**src/rtl/vcfg_pkg.sv**
```systemverilog
package vcfg_pkg;

  localparam int unsigned SEL_INT_MAP    = 0;
  localparam int unsigned SEL_FP_MAP     = 1;
  localparam int unsigned SEL_ENTRY_BASE = 2;

  // entry write-data field positions
  localparam int unsigned EF_REG_LSB = 0;
  localparam int unsigned EF_BANK    = 5;
  localparam int unsigned EF_LEN_LSB = 6;
  localparam int unsigned EF_BW_LSB  = 11;
  localparam int unsigned EF_VALID   = 15;

  typedef enum logic [1:0] {
    BW_8  = 2'd0,
    BW_16 = 2'd1,
    BW_32 = 2'd2,
    BW_64 = 2'd3
  } vcfg_bw_e;

  function automatic logic [1:0] bw_code_for(input int unsigned width);
    int unsigned lg;
    lg = $clog2(width);
    if (lg < 3) lg = 3;
    if (lg > 6) lg = 6;
    return 2'(lg - 3);
  endfunction

endpackage

```
**src/rtl/vcfg_rst_sync.sv**
```systemverilog
module vcfg_rst_sync #(
  parameter int unsigned STAGES = 2
) (
  input  logic clk,
  input  logic rst_n,
  output logic rst_sync_n
);

  logic [STAGES-1:0] chain_q;
  logic [STAGES-1:0] chain_d;

  always_comb begin
    chain_d = {chain_q[STAGES-2:0], 1'b1};
  end

  always_ff @(posedge clk or negedge rst_n) begin
    if (!rst_n) chain_q <= '0;
    else        chain_q <= chain_d;
  end

  assign rst_sync_n = chain_q[STAGES-1];

endmodule

```
**src/rtl/vcfg_bitmap_bank.sv**
```systemverilog
module vcfg_bitmap_bank #(
  parameter int unsigned NUM_REGS = 32
) (
  input  logic                clk,
  input  logic                rst_n,
  input  logic                we_int,
  input  logic                we_fp,
  input  logic [NUM_REGS-1:0] wdata,
  output logic [NUM_REGS-1:0] int_map,
  output logic [NUM_REGS-1:0] fp_map
);

  logic [NUM_REGS-1:0] int_map_d;
  logic [NUM_REGS-1:0] fp_map_d;

  always_comb begin
    int_map_d = int_map;
    fp_map_d  = fp_map;
    if (we_int) int_map_d = wdata;
    if (we_fp)  fp_map_d  = wdata;
  end

  always_ff @(posedge clk or negedge rst_n) begin
    if (!rst_n) begin
      int_map <= '0;
      fp_map  <= '0;
    end else begin
      int_map <= int_map_d;
      fp_map  <= fp_map_d;
    end
  end

  // an integer map write is visible after the next edge
  a_r2_int_map_load: assert property (@(posedge clk) disable iff (!rst_n)
    we_int |=> int_map == $past(wdata));

  // a float map write is visible after the next edge
  a_r3_fp_map_load: assert property (@(posedge clk) disable iff (!rst_n)
    we_fp |=> fp_map == $past(wdata));

  // without a write strobe the maps hold
  a_r11_map_hold: assert property (@(posedge clk) disable iff (!rst_n)
    (!we_int && !we_fp) |=> ($stable(int_map) && $stable(fp_map)));

endmodule

```
**src/rtl/vcfg_entry_file.sv**
```systemverilog
module vcfg_entry_file #(
  parameter int unsigned NUM_ENTRIES = 2,
  parameter int unsigned REG_IDX_W   = 5,
  parameter int unsigned LEN_W       = 5,
  parameter int unsigned MAX_LEN     = 16
) (
  input  logic                             clk,
  input  logic                             rst_n,
  input  logic [NUM_ENTRIES-1:0]           ent_we,
  input  logic                             w_valid,
  input  logic                             w_bank,
  input  logic [REG_IDX_W-1:0]             w_reg,
  input  logic [LEN_W-1:0]                 w_len,
  input  logic [1:0]                       w_bw,
  output logic [NUM_ENTRIES-1:0]           ent_valid,
  output logic [NUM_ENTRIES-1:0]           ent_bank,
  output logic [NUM_ENTRIES*REG_IDX_W-1:0] ent_reg,
  output logic [NUM_ENTRIES*LEN_W-1:0]     ent_len,
  output logic [NUM_ENTRIES*2-1:0]         ent_bw
);

  localparam logic [LEN_W-1:0] LEN_ONE = LEN_W'(1);
  localparam logic [LEN_W-1:0] LEN_CAP = LEN_W'(MAX_LEN);

  logic [LEN_W-1:0] len_norm;

  // element count normalised once on the way in
  always_comb begin
    if (w_len == '0)          len_norm = LEN_ONE;
    else if (w_len > LEN_CAP) len_norm = LEN_CAP;
    else                      len_norm = w_len;
  end

  for (genvar k = 0; k < NUM_ENTRIES; k++) begin : g_ent
    logic                 valid_d, bank_d;
    logic [REG_IDX_W-1:0] reg_d;
    logic [LEN_W-1:0]     len_d;
    logic [1:0]           bw_d;

    always_comb begin
      valid_d = ent_valid[k];
      bank_d  = ent_bank[k];
      reg_d   = ent_reg[k*REG_IDX_W +: REG_IDX_W];
      len_d   = ent_len[k*LEN_W +: LEN_W];
      bw_d    = ent_bw[k*2 +: 2];
      if (ent_we[k]) begin
        valid_d = w_valid;
        bank_d  = w_bank;
        reg_d   = w_reg;
        len_d   = len_norm;
        bw_d    = w_bw;
      end
    end

    always_ff @(posedge clk or negedge rst_n) begin
      if (!rst_n) begin
        ent_valid[k]                        <= 1'b0;
        ent_bank[k]                         <= 1'b0;
        ent_reg[k*REG_IDX_W +: REG_IDX_W]   <= '0;
        ent_len[k*LEN_W +: LEN_W]           <= LEN_ONE;
        ent_bw[k*2 +: 2]                    <= '0;
      end else begin
        ent_valid[k]                        <= valid_d;
        ent_bank[k]                         <= bank_d;
        ent_reg[k*REG_IDX_W +: REG_IDX_W]   <= reg_d;
        ent_len[k*LEN_W +: LEN_W]           <= len_d;
        ent_bw[k*2 +: 2]                    <= bw_d;
      end
    end

    // a zero count written to this entry reads as one
    a_r8_len_zero: assert property (@(posedge clk) disable iff (!rst_n)
      (ent_we[k] && w_len == '0) |=> ent_len[k*LEN_W +: LEN_W] == LEN_ONE);

    // an oversize count written to this entry reads as the cap
    a_r8_len_cap: assert property (@(posedge clk) disable iff (!rst_n)
      (ent_we[k] && w_len > LEN_CAP) |=> ent_len[k*LEN_W +: LEN_W] == LEN_CAP);
  end

endmodule

```
**src/rtl/vcfg_port_resolve.sv**
```systemverilog
module vcfg_port_resolve #(
  parameter int unsigned NUM_REGS    = 32,
  parameter int unsigned NUM_ENTRIES = 2,
  parameter int unsigned REG_IDX_W   = 5,
  parameter int unsigned LEN_W       = 5,
  parameter logic [1:0]  DEF_BW      = 2'd3
) (
  input  logic [REG_IDX_W-1:0]             q_reg,
  input  logic                             q_fp,
  input  logic [NUM_REGS-1:0]              int_map,
  input  logic [NUM_REGS-1:0]              fp_map,
  input  logic [NUM_ENTRIES-1:0]           ent_valid,
  input  logic [NUM_ENTRIES-1:0]           ent_bank,
  input  logic [NUM_ENTRIES*REG_IDX_W-1:0] ent_reg,
  input  logic [NUM_ENTRIES*LEN_W-1:0]     ent_len,
  input  logic [NUM_ENTRIES*2-1:0]         ent_bw,
  output logic                             r_vec,
  output logic [LEN_W-1:0]                 r_len,
  output logic [1:0]                       r_bw
);

  logic [NUM_ENTRIES-1:0] hit;

  // single bit test per operand
  always_comb begin
    r_vec = q_fp ? fp_map[q_reg] : int_map[q_reg];
  end

  for (genvar k = 0; k < NUM_ENTRIES; k++) begin : g_cmp
    assign hit[k] = ent_valid[k] && (ent_bank[k] == q_fp) &&
                    (ent_reg[k*REG_IDX_W +: REG_IDX_W] == q_reg);
  end

  // walk from the last entry down so the lowest index overrides
  always_comb begin
    r_len = LEN_W'(1);
    r_bw  = DEF_BW;
    for (int k = NUM_ENTRIES - 1; k >= 0; k--) begin
      if (hit[k]) begin
        r_len = ent_len[k*LEN_W +: LEN_W];
        r_bw  = ent_bw[k*2 +: 2];
      end
    end
  end

endmodule

```
**src/rtl/vreg_cfg_lookup.sv**
```systemverilog
module vreg_cfg_lookup #(
  parameter int unsigned NUM_REGS    = 32,
  parameter int unsigned NUM_ENTRIES = 2,
  parameter int unsigned NUM_PORTS   = 3,
  parameter int unsigned LEN_W       = 5,
  parameter int unsigned MAX_LEN     = 16,
  parameter int unsigned XLEN        = 64
) (
  input  logic                           clk,
  input  logic                           rst_n,
  input  logic                           cfg_we,
  input  logic [2:0]                     cfg_sel,
  input  logic [31:0]                    cfg_wdata,
  input  logic [14:0]                    lk_reg,
  input  logic [2:0]                     lk_fp,
  output logic [2:0]                     lk_vec,
  output logic [14:0]                    lk_len,
  output logic [5:0]                     lk_bw
);
  import vcfg_pkg::*;

  localparam int unsigned REG_IDX_W  = $clog2(NUM_REGS);
  localparam int unsigned CFG_SEL_W  = 3;
  localparam logic [1:0]  DEF_BW     = bw_code_for(XLEN);

  logic rst_sync_n;

  vcfg_rst_sync #(.STAGES(2)) u_rst_sync (
    .clk        (clk),
    .rst_n      (rst_n),
    .rst_sync_n (rst_sync_n)
  );

  // write decode
  logic                   we_int, we_fp;
  logic [NUM_ENTRIES-1:0] ent_we;

  always_comb begin
    we_int = cfg_we && (cfg_sel == CFG_SEL_W'(SEL_INT_MAP));
    we_fp  = cfg_we && (cfg_sel == CFG_SEL_W'(SEL_FP_MAP));
  end

  for (genvar k = 0; k < NUM_ENTRIES; k++) begin : g_dec
    assign ent_we[k] = cfg_we && (cfg_sel == CFG_SEL_W'(SEL_ENTRY_BASE + k));
  end

  logic [NUM_REGS-1:0] int_map, fp_map;

  vcfg_bitmap_bank #(.NUM_REGS(NUM_REGS)) u_maps (
    .clk     (clk),
    .rst_n   (rst_sync_n),
    .we_int  (we_int),
    .we_fp   (we_fp),
    .wdata   (cfg_wdata[NUM_REGS-1:0]),
    .int_map (int_map),
    .fp_map  (fp_map)
  );

  logic [NUM_ENTRIES-1:0]           ent_valid, ent_bank;
  logic [NUM_ENTRIES*REG_IDX_W-1:0] ent_reg;
  logic [NUM_ENTRIES*LEN_W-1:0]     ent_len;
  logic [NUM_ENTRIES*2-1:0]         ent_bw;

  vcfg_entry_file #(
    .NUM_ENTRIES (NUM_ENTRIES),
    .REG_IDX_W   (REG_IDX_W),
    .LEN_W       (LEN_W),
    .MAX_LEN     (MAX_LEN)
  ) u_entries (
    .clk       (clk),
    .rst_n     (rst_sync_n),
    .ent_we    (ent_we),
    .w_valid   (cfg_wdata[EF_VALID]),
    .w_bank    (cfg_wdata[EF_BANK]),
    .w_reg     (cfg_wdata[EF_REG_LSB +: REG_IDX_W]),
    .w_len     (cfg_wdata[EF_LEN_LSB +: LEN_W]),
    .w_bw      (cfg_wdata[EF_BW_LSB +: 2]),
    .ent_valid (ent_valid),
    .ent_bank  (ent_bank),
    .ent_reg   (ent_reg),
    .ent_len   (ent_len),
    .ent_bw    (ent_bw)
  );

  for (genvar p = 0; p < NUM_PORTS; p++) begin : g_port
    vcfg_port_resolve #(
      .NUM_REGS    (NUM_REGS),
      .NUM_ENTRIES (NUM_ENTRIES),
      .REG_IDX_W   (REG_IDX_W),
      .LEN_W       (LEN_W),
      .DEF_BW      (DEF_BW)
    ) u_res (
      .q_reg     (lk_reg[p*REG_IDX_W +: REG_IDX_W]),
      .q_fp      (lk_fp[p]),
      .int_map   (int_map),
      .fp_map    (fp_map),
      .ent_valid (ent_valid),
      .ent_bank  (ent_bank),
      .ent_reg   (ent_reg),
      .ent_len   (ent_len),
      .ent_bw    (ent_bw),
      .r_vec     (lk_vec[p]),
      .r_len     (lk_len[p*LEN_W +: LEN_W]),
      .r_bw      (lk_bw[p*2 +: 2])
    );

    // a hit on entry 0 always decides the port result
    a_r5_first_match: assert property (@(posedge clk) disable iff (!rst_sync_n)
      (ent_valid[0] && ent_bank[0] == lk_fp[p] &&
       ent_reg[0 +: REG_IDX_W] == lk_reg[p*REG_IDX_W +: REG_IDX_W])
      |-> (lk_len[p*LEN_W +: LEN_W] == ent_len[0 +: LEN_W] &&
           lk_bw[p*2 +: 2] == ent_bw[0 +: 2]));

    // with no valid entry every port reads scalar at the default width
    a_r6_scalar_fallback: assert property (@(posedge clk) disable iff (!rst_sync_n)
      (ent_valid == '0) |-> (lk_len[p*LEN_W +: LEN_W] == LEN_W'(1) &&
                             lk_bw[p*2 +: 2] == DEF_BW));
  end

endmodule

```
**config.mk**
```make
export PLATFORM = sky130hd
export DESIGN_NAME = vreg_cfg_lookup
export DESIGN_NICKNAME = d
export VERILOG_FILES = /design/src/rtl/vcfg_pkg.sv /design/src/rtl/vcfg_rst_sync.sv /design/src/rtl/vcfg_bitmap_bank.sv /design/src/rtl/vcfg_entry_file.sv /design/src/rtl/vcfg_port_resolve.sv /design/src/rtl/vreg_cfg_lookup.sv
export SDC_FILE = /design/constraint.sdc
export NUM_CORES = 1
export LEC_CHECK = 0
export BUFFER_PORTS_ARGS = -buffer_cell sky130_fd_sc_hd__buf_4
export CAP_MARGIN = 15
export CORE_MARGIN = 2
export CORE_UTILIZATION = 50
export CTS_CLUSTER_DIAMETER = 150
export DETAILED_ROUTE_END_ITERATION = 10
export PLACE_DENSITY_LB_ADDON = 0.08
export SLEW_MARGIN = 10
export SYNTH_ARGS = -nofsm -noshare
export SYNTH_HDL_FRONTEND = slang
export SYNTH_SLANG_ARGS = --single-unit
export TNS_END_PERCENT = 1
```
**constraint.sdc**
```tcl
create_clock -name clk -period 3.9 [get_ports clk]
set_input_delay 0.39 -clock clk [delete_from_list [all_inputs] [get_ports clk]]
set_output_delay 0.39 -clock clk [all_outputs]
set_load 0.01 [all_outputs]
```
Word-level counts from Yosys, hierarchy flattened
Index checks and enable logic that the tools add are counted.
- output and inout port bits: 24
- bits in read-only memories: 0
- register bits: 94
- bits of input ports: 56
- bits in writable memories: 0
- word-level logic and storage cells: 79
- bits in latches: 0
- memories: 0
- div/mod/pow operators: 0
- $add $sub $neg: 0
- order comparisons: 4
- equal/unequal tests: 15
- multiply operators: 0
- reduce and logical (&&, ||, !) cells: 18
- bitwise logic cells: 0
- multiplexer cells: 29
- shift-type cells: 0
- operators with widths (operator ; count):
    5-bit 2-to-1 mux ; 8
    1-bit binary-select mux with 5-bit select ; 6
    5-bit equality test ; 6
    5-bit by 6-bit < comparator with 1-bit output, second input constant ; 3
    1-bit logical AND ; 16
    2-bit 2-to-1 mux ; 6
    1-bit 2-to-1 mux ; 9
    1-bit equality test ; 6
    3-bit by 2-bit equality test with 1-bit output, second input constant ; 2
    5-bit greater-than comparator, second input constant ; 1
    5-bit logical NOT ; 1
    3-bit by 1-bit equality test with 1-bit output, second input constant ; 1
    3-bit logical NOT ; 1

Depth between registers and ports, before layout
- depth after elaboration: 5
- depth in mapped cells: 8
- mapped depth without buffers: 5

Hierarchy
A second synthesis with hierarchy kept.
- cell total of the unflattened synthesis: 438
- area, all modules: 6451.2 um^2
- modules (own cells, without submodules) (module ; times used ; cells each ; area each (um^2)):
    vcfg_bitmap_bank ; 1 ; 136 ; 2690.1
    vcfg_port_resolve ; 3 ; 75 ; 828.3
    vcfg_entry_file ; 1 ; 70 ; 1172.4
    vcfg_rst_sync ; 1 ; 3 ; 53.8
    vreg_cfg_lookup ; 1 ; 4 ; 50.0

Worst setup path after synthesis
Ideal clock, no wire load.
- path type: input-to-output
- from: in lk_reg[0]
- to: out lk_vec[0]
- slack: 1606 ps
- stages: 7
- data arrival time: 1904 ps
- path through: buf_2 -> buf_2 -> mux2_2 -> or3_1 -> a31oi_1 -> a41oi_1 -> buf_4
- longest elaborated chain between the ends: 3
- elaborated cells on any way between the ends: 5
- classes of those cells: mux: 5
- ends and longest elaborated chain (element ; RTL line ; source):
    start, declared ; vreg_cfg_lookup.sv:14 ; input logic [14:0] lk_reg,
    1-bit binary-select mux with 5-bit select ; vcfg_port_resolve.sv:26 ; r_vec = q_fp ? fp_map[q_reg] : int_map[q_reg];
    1-bit 2-to-1 mux (not written as such) ; vcfg_port_resolve.sv:26 ;
    1-bit 2-to-1 mux (*) ; vcfg_port_resolve.sv:26 ;
    end, declared ; vreg_cfg_lookup.sv:16 ; output logic [2:0] lk_vec,
Every way passes the cells marked *; elsewhere a longest branch is shown, timed or not. The select of a mux whose other input is x is not followed.

Worst setup path in the final report
- from: reg u_entries.ent_bank[0]
- to: out lk_len[4]
- longest elaborated chain between the ends: 4
- ends and longest elaborated chain (element ; RTL line ; source):
    start, declared ; vcfg_entry_file.sv:16 ; output logic [NUM_ENTRIES-1:0] ent_bank,
    start signal, assigned by index ; vcfg_entry_file.sv:64 ; ent_bank[k] <= bank_d;
    1-bit equality test ; vcfg_port_resolve.sv:30 ; assign hit[k] = ent_valid[k] && (ent_bank[k] == q_fp) &&
    1-bit logical AND (2 in series) ; vcfg_port_resolve.sv:30 ;
    5-bit 2-to-1 mux ; vcfg_port_resolve.sv:39 ; if (hit[k]) begin
    end, declared ; vreg_cfg_lookup.sv:17 ; output logic [14:0] lk_len,
Every way passes these cells.

==> impl_metrics.csv <==
group,metric,value,unit
drt,vias,4179,
die,die-height,112.9,um
critical_path,worstPathRequired,3510,ps
critical_path,crit_path_max_fanout,8,
timing,finalCritPeriodShare,71.97,%
critical_path,reg2reg_from,"u_rst_sync.chain_q[1]",
worst_hold_path,min_to,"u_maps.fp_map[6]",
cells_and_area,nets,571,
grt,grt_pass1_vias,4404,
critical_path,r2r_end,"u_entries.ent_reg[0]",
clocking,numCtsBuffers,9,
synthesis,synthArstFlopShare,100.0,%
grt,grt_max_degree,64,
placed_design,placed_cell_area,6546,um^2
outcome,outcome,"complete, but fails checks",
cells_and_area,top_regs,"u_maps.fp_map: 32 flops, u_maps.int_map: 32 flops",
drt,wire_per_inst,22.58,um
grt,grt_pass1_wl,24280,um
timing,worst_pin_slew,928.9,ps
clocking,clockRootBuffer,"clkbuf_16",
power_and_ir_drop,ir_worst_vdd,0.2559,mV
cells_and_area,n_antenna_cell,0,
drt,viasPerCell,6.313,
timing,slew_viol_final,0,
cells_and_area,nFillCells,961,
placed_design,place_congestion,0.8877,
critical_path,r2r_cells,1,
die,dieArea,12750,um^2
placed_design,dp_slack,1174,ps
clocking,postCtsSetupBuffers,0,
die,io_pins,80,
power_and_ir_drop,power.share.combinational,25.9,%
power_and_ir_drop,clkPwrFrac,27.7,%
worst_hold_path,hold_path_class,"in2reg",
critical_path,critPathCaptureType,"output port",
outcome,violations,"design-rule violations",
grt,grt_usage,25.17,%
synthesis,syn_area_per_cell,13.01,um^2
die,die_x,112.9,um
critical_path,ff2ff_setup_slack,2570,ps
timing,final-setup-viol-count,0,
die,initial_utilization,51.52,%
synthesis,dominantRegCellSynth,"dfrtp_1",
synthesis,synth_cell_types,51,
critical_path,crit_type,"reg2out",
die,rows,39,
power_and_ir_drop,finalPower,3.116,mW
clocking,cts.sinks,94,
timing,hold_violations,0,
worst_hold_path,hold_path_depth,2,
synthesis,syn_inst,456,
power_and_ir_drop,swShare,29.54,%
grt,grt_antenna_before_repair,0,
synthesis,synth.most_common_cell,"dfrtp_1",
power_and_ir_drop,p_leak,2.785,nW
cells_and_area,syn_to_final_growth,15.39,%
timing,setup_slack,1093,ps
power_and_ir_drop,power.net_switching,0.9204,mW
timing,min_period,2807,ps
clocking,cts.path.max_buffers,2,
synthesis,ys_seq_area_share,39.69,%
drt,wirelength,14950,um
placed_design,port_buffers,79,
power_and_ir_drop,intPower,2.195,mW
grt,grt.overflow.total,0,
synthesis,synth_nets,512,
cells_and_area,design_area,6847,um^2
drt,antenna_left,0,
drt,drc,6,
critical_path,cp-start-kind,"register",
drt,drt_pass1_iterations,7,
synthesis,synthTopCellsByCount,"dfrtp_1 (92), mux2_2 (85), mux4_2 (37)",
clocking,htree_levels,3,
clocking,cts_tree,"yes",
synthesis,synth_top_area_cell,"dfrtp_1",
die,core-area,11520,um^2
synthesis,yosysTopAreaCellShare,38.80,%
timing,rsz0062_at_grt,"no",
timing,tns,0,ps
clocking,path_clk_slew,60,ps
synthesis,synth_edf_count,0,
timing,skew,2.528,ps
synthesis,yosys_warnings,0,
timing,maxSlewHeadroom,37.75,%
synthesis,netlist_area,5933,um^2
critical_path,arrival,2420,ps
run,drv_cap,0,
clocking,clk_latency,350,ps
synthesis,synth.area.top_cells,"dfrtp_1 (39%), mux2_2 (16%), mux4_2 (14%), xnor2_1 (4.0%), mux4_1 (2.7%)",
placed_design,dpl.hpwl,10890,um
cells_and_area,drive_gt1_share,44.12,%
power_and_ir_drop,power_frac_seq,46.4,%
timing,fmax,0.3563,GHz
drt,first_iter_violations,256,
power_and_ir_drop,power_density,455.1,nW/um^2
synthesis,synth_seq_cells,94,
worst_hold_path,hp-start,"cfg_wdata[6]",
cell families after synthesis:
family	Yosys count	synth area share [%]
other cells	1	0.06320
buf+inv	44	4.049
compound gates	54	6.770
flops	94	39.69
simple gates	83	8.393
mux	144	35.72
xor+xnor	36	5.314
area by class of cell:
type,instances,area [um^2],share of cell area (%)
repair buffers,84,633.1,9.247
flip-flops and latches,94,2359,34.45
clock buffers,11,242.7,3.545
inverters,8,30.03,0.4386
well taps,143,178.9,2.613
clock inverters,4,47.55,0.6944
multi-input cells,318,3356,49.01
power groups by stage:
stage	sequential [mW]	combinational, mW	clock, mW
floorplan	1.36	0.642	0
global placement	1.44	0.790	0
detailed placement	1.46	0.807	0
CTS	1.44	0.815	0.892
global route	1.48	0.876	0.925
finish	1.44	0.809	0.862
metal layers:
| metal | up-vias | share of wire [%] | global-route usage [%] |
|---|---|---|---|
| met1 | 2169 | 44 | 34.80 |
| met3 | 19 | 6.5 | 4.553 |
| met4 | 0 | 2.3 | 9.919 |
| met2 | 137 | 47 | 39.92 |
| met5 | - | 0 | 0 |
| li1 | 1854 | - | - |
cell usage in the layout (no fill, tap or decap), drive strengths merged, types with 2 or more instances in the layout:
cell	n
dfstp	2
xnor2	27
a22oi	3
mux2	91
a2111oi	4
nor2	6
nand2b	8
dfrtp	92
xor2	9
o22ai	2
nor3	6
a31oi	2
nand3	9
o211ai	2
nand4	7
a21oi	10
inv	8
clkbuf	11
nor3b	2
o21ai	9
nand4b	2
a311oi	2
a22o	12
nor4	5
nor2b	20
buf	83
clkinv	2
nand2	15
mux4	43
mux2i	10
repair_timing:
item	4_1_cts	5_1_grt
hold endpoints to repair	2	0
hold buffers	1	0
gates resized for setup	0	0
worst max-delay path, stage by stage, from the launching register on:
cell and delay (ps):
dfrtp_1 460, xnor2_1 200, nand4_1 130, nor4_2 550, nor3_1 330, a22o_1 260
buf_4 140
how the worst max path moves through the flow:
stage                                      from               endpoint  slack [ps]  cells after the start
final                     u_entries.ent_bank[0]              lk_len[4]        1090                      6
after global placement                lk_reg[0]              lk_len[4]        1150                      7
after floorplan           u_rst_sync.chain_q[1]  u_entries.ent_bank[0]        1090                      0
after CTS                 u_entries.ent_bank[0]              lk_len[4]        1080                      6
after detailed placement              lk_reg[0]              lk_len[4]        1170                      7
after global routing      u_entries.ent_bank[0]               lk_bw[1]         880                      6
per-stage QoR:
stage / cells / hold slack, ps / utilization (%)
finish: 662 / 276.8 / 59.45
global route: 662 / 273.8 / 59.45
CTS: 662 / 263.8 / 59.45
detailed placement: 646 / 173.5 / 56.84
global placement: 646 / 172.7 / 56.84
floorplan: 456 / 94.41 / -
No activity file was read; power rests on OpenSTA's default activity.
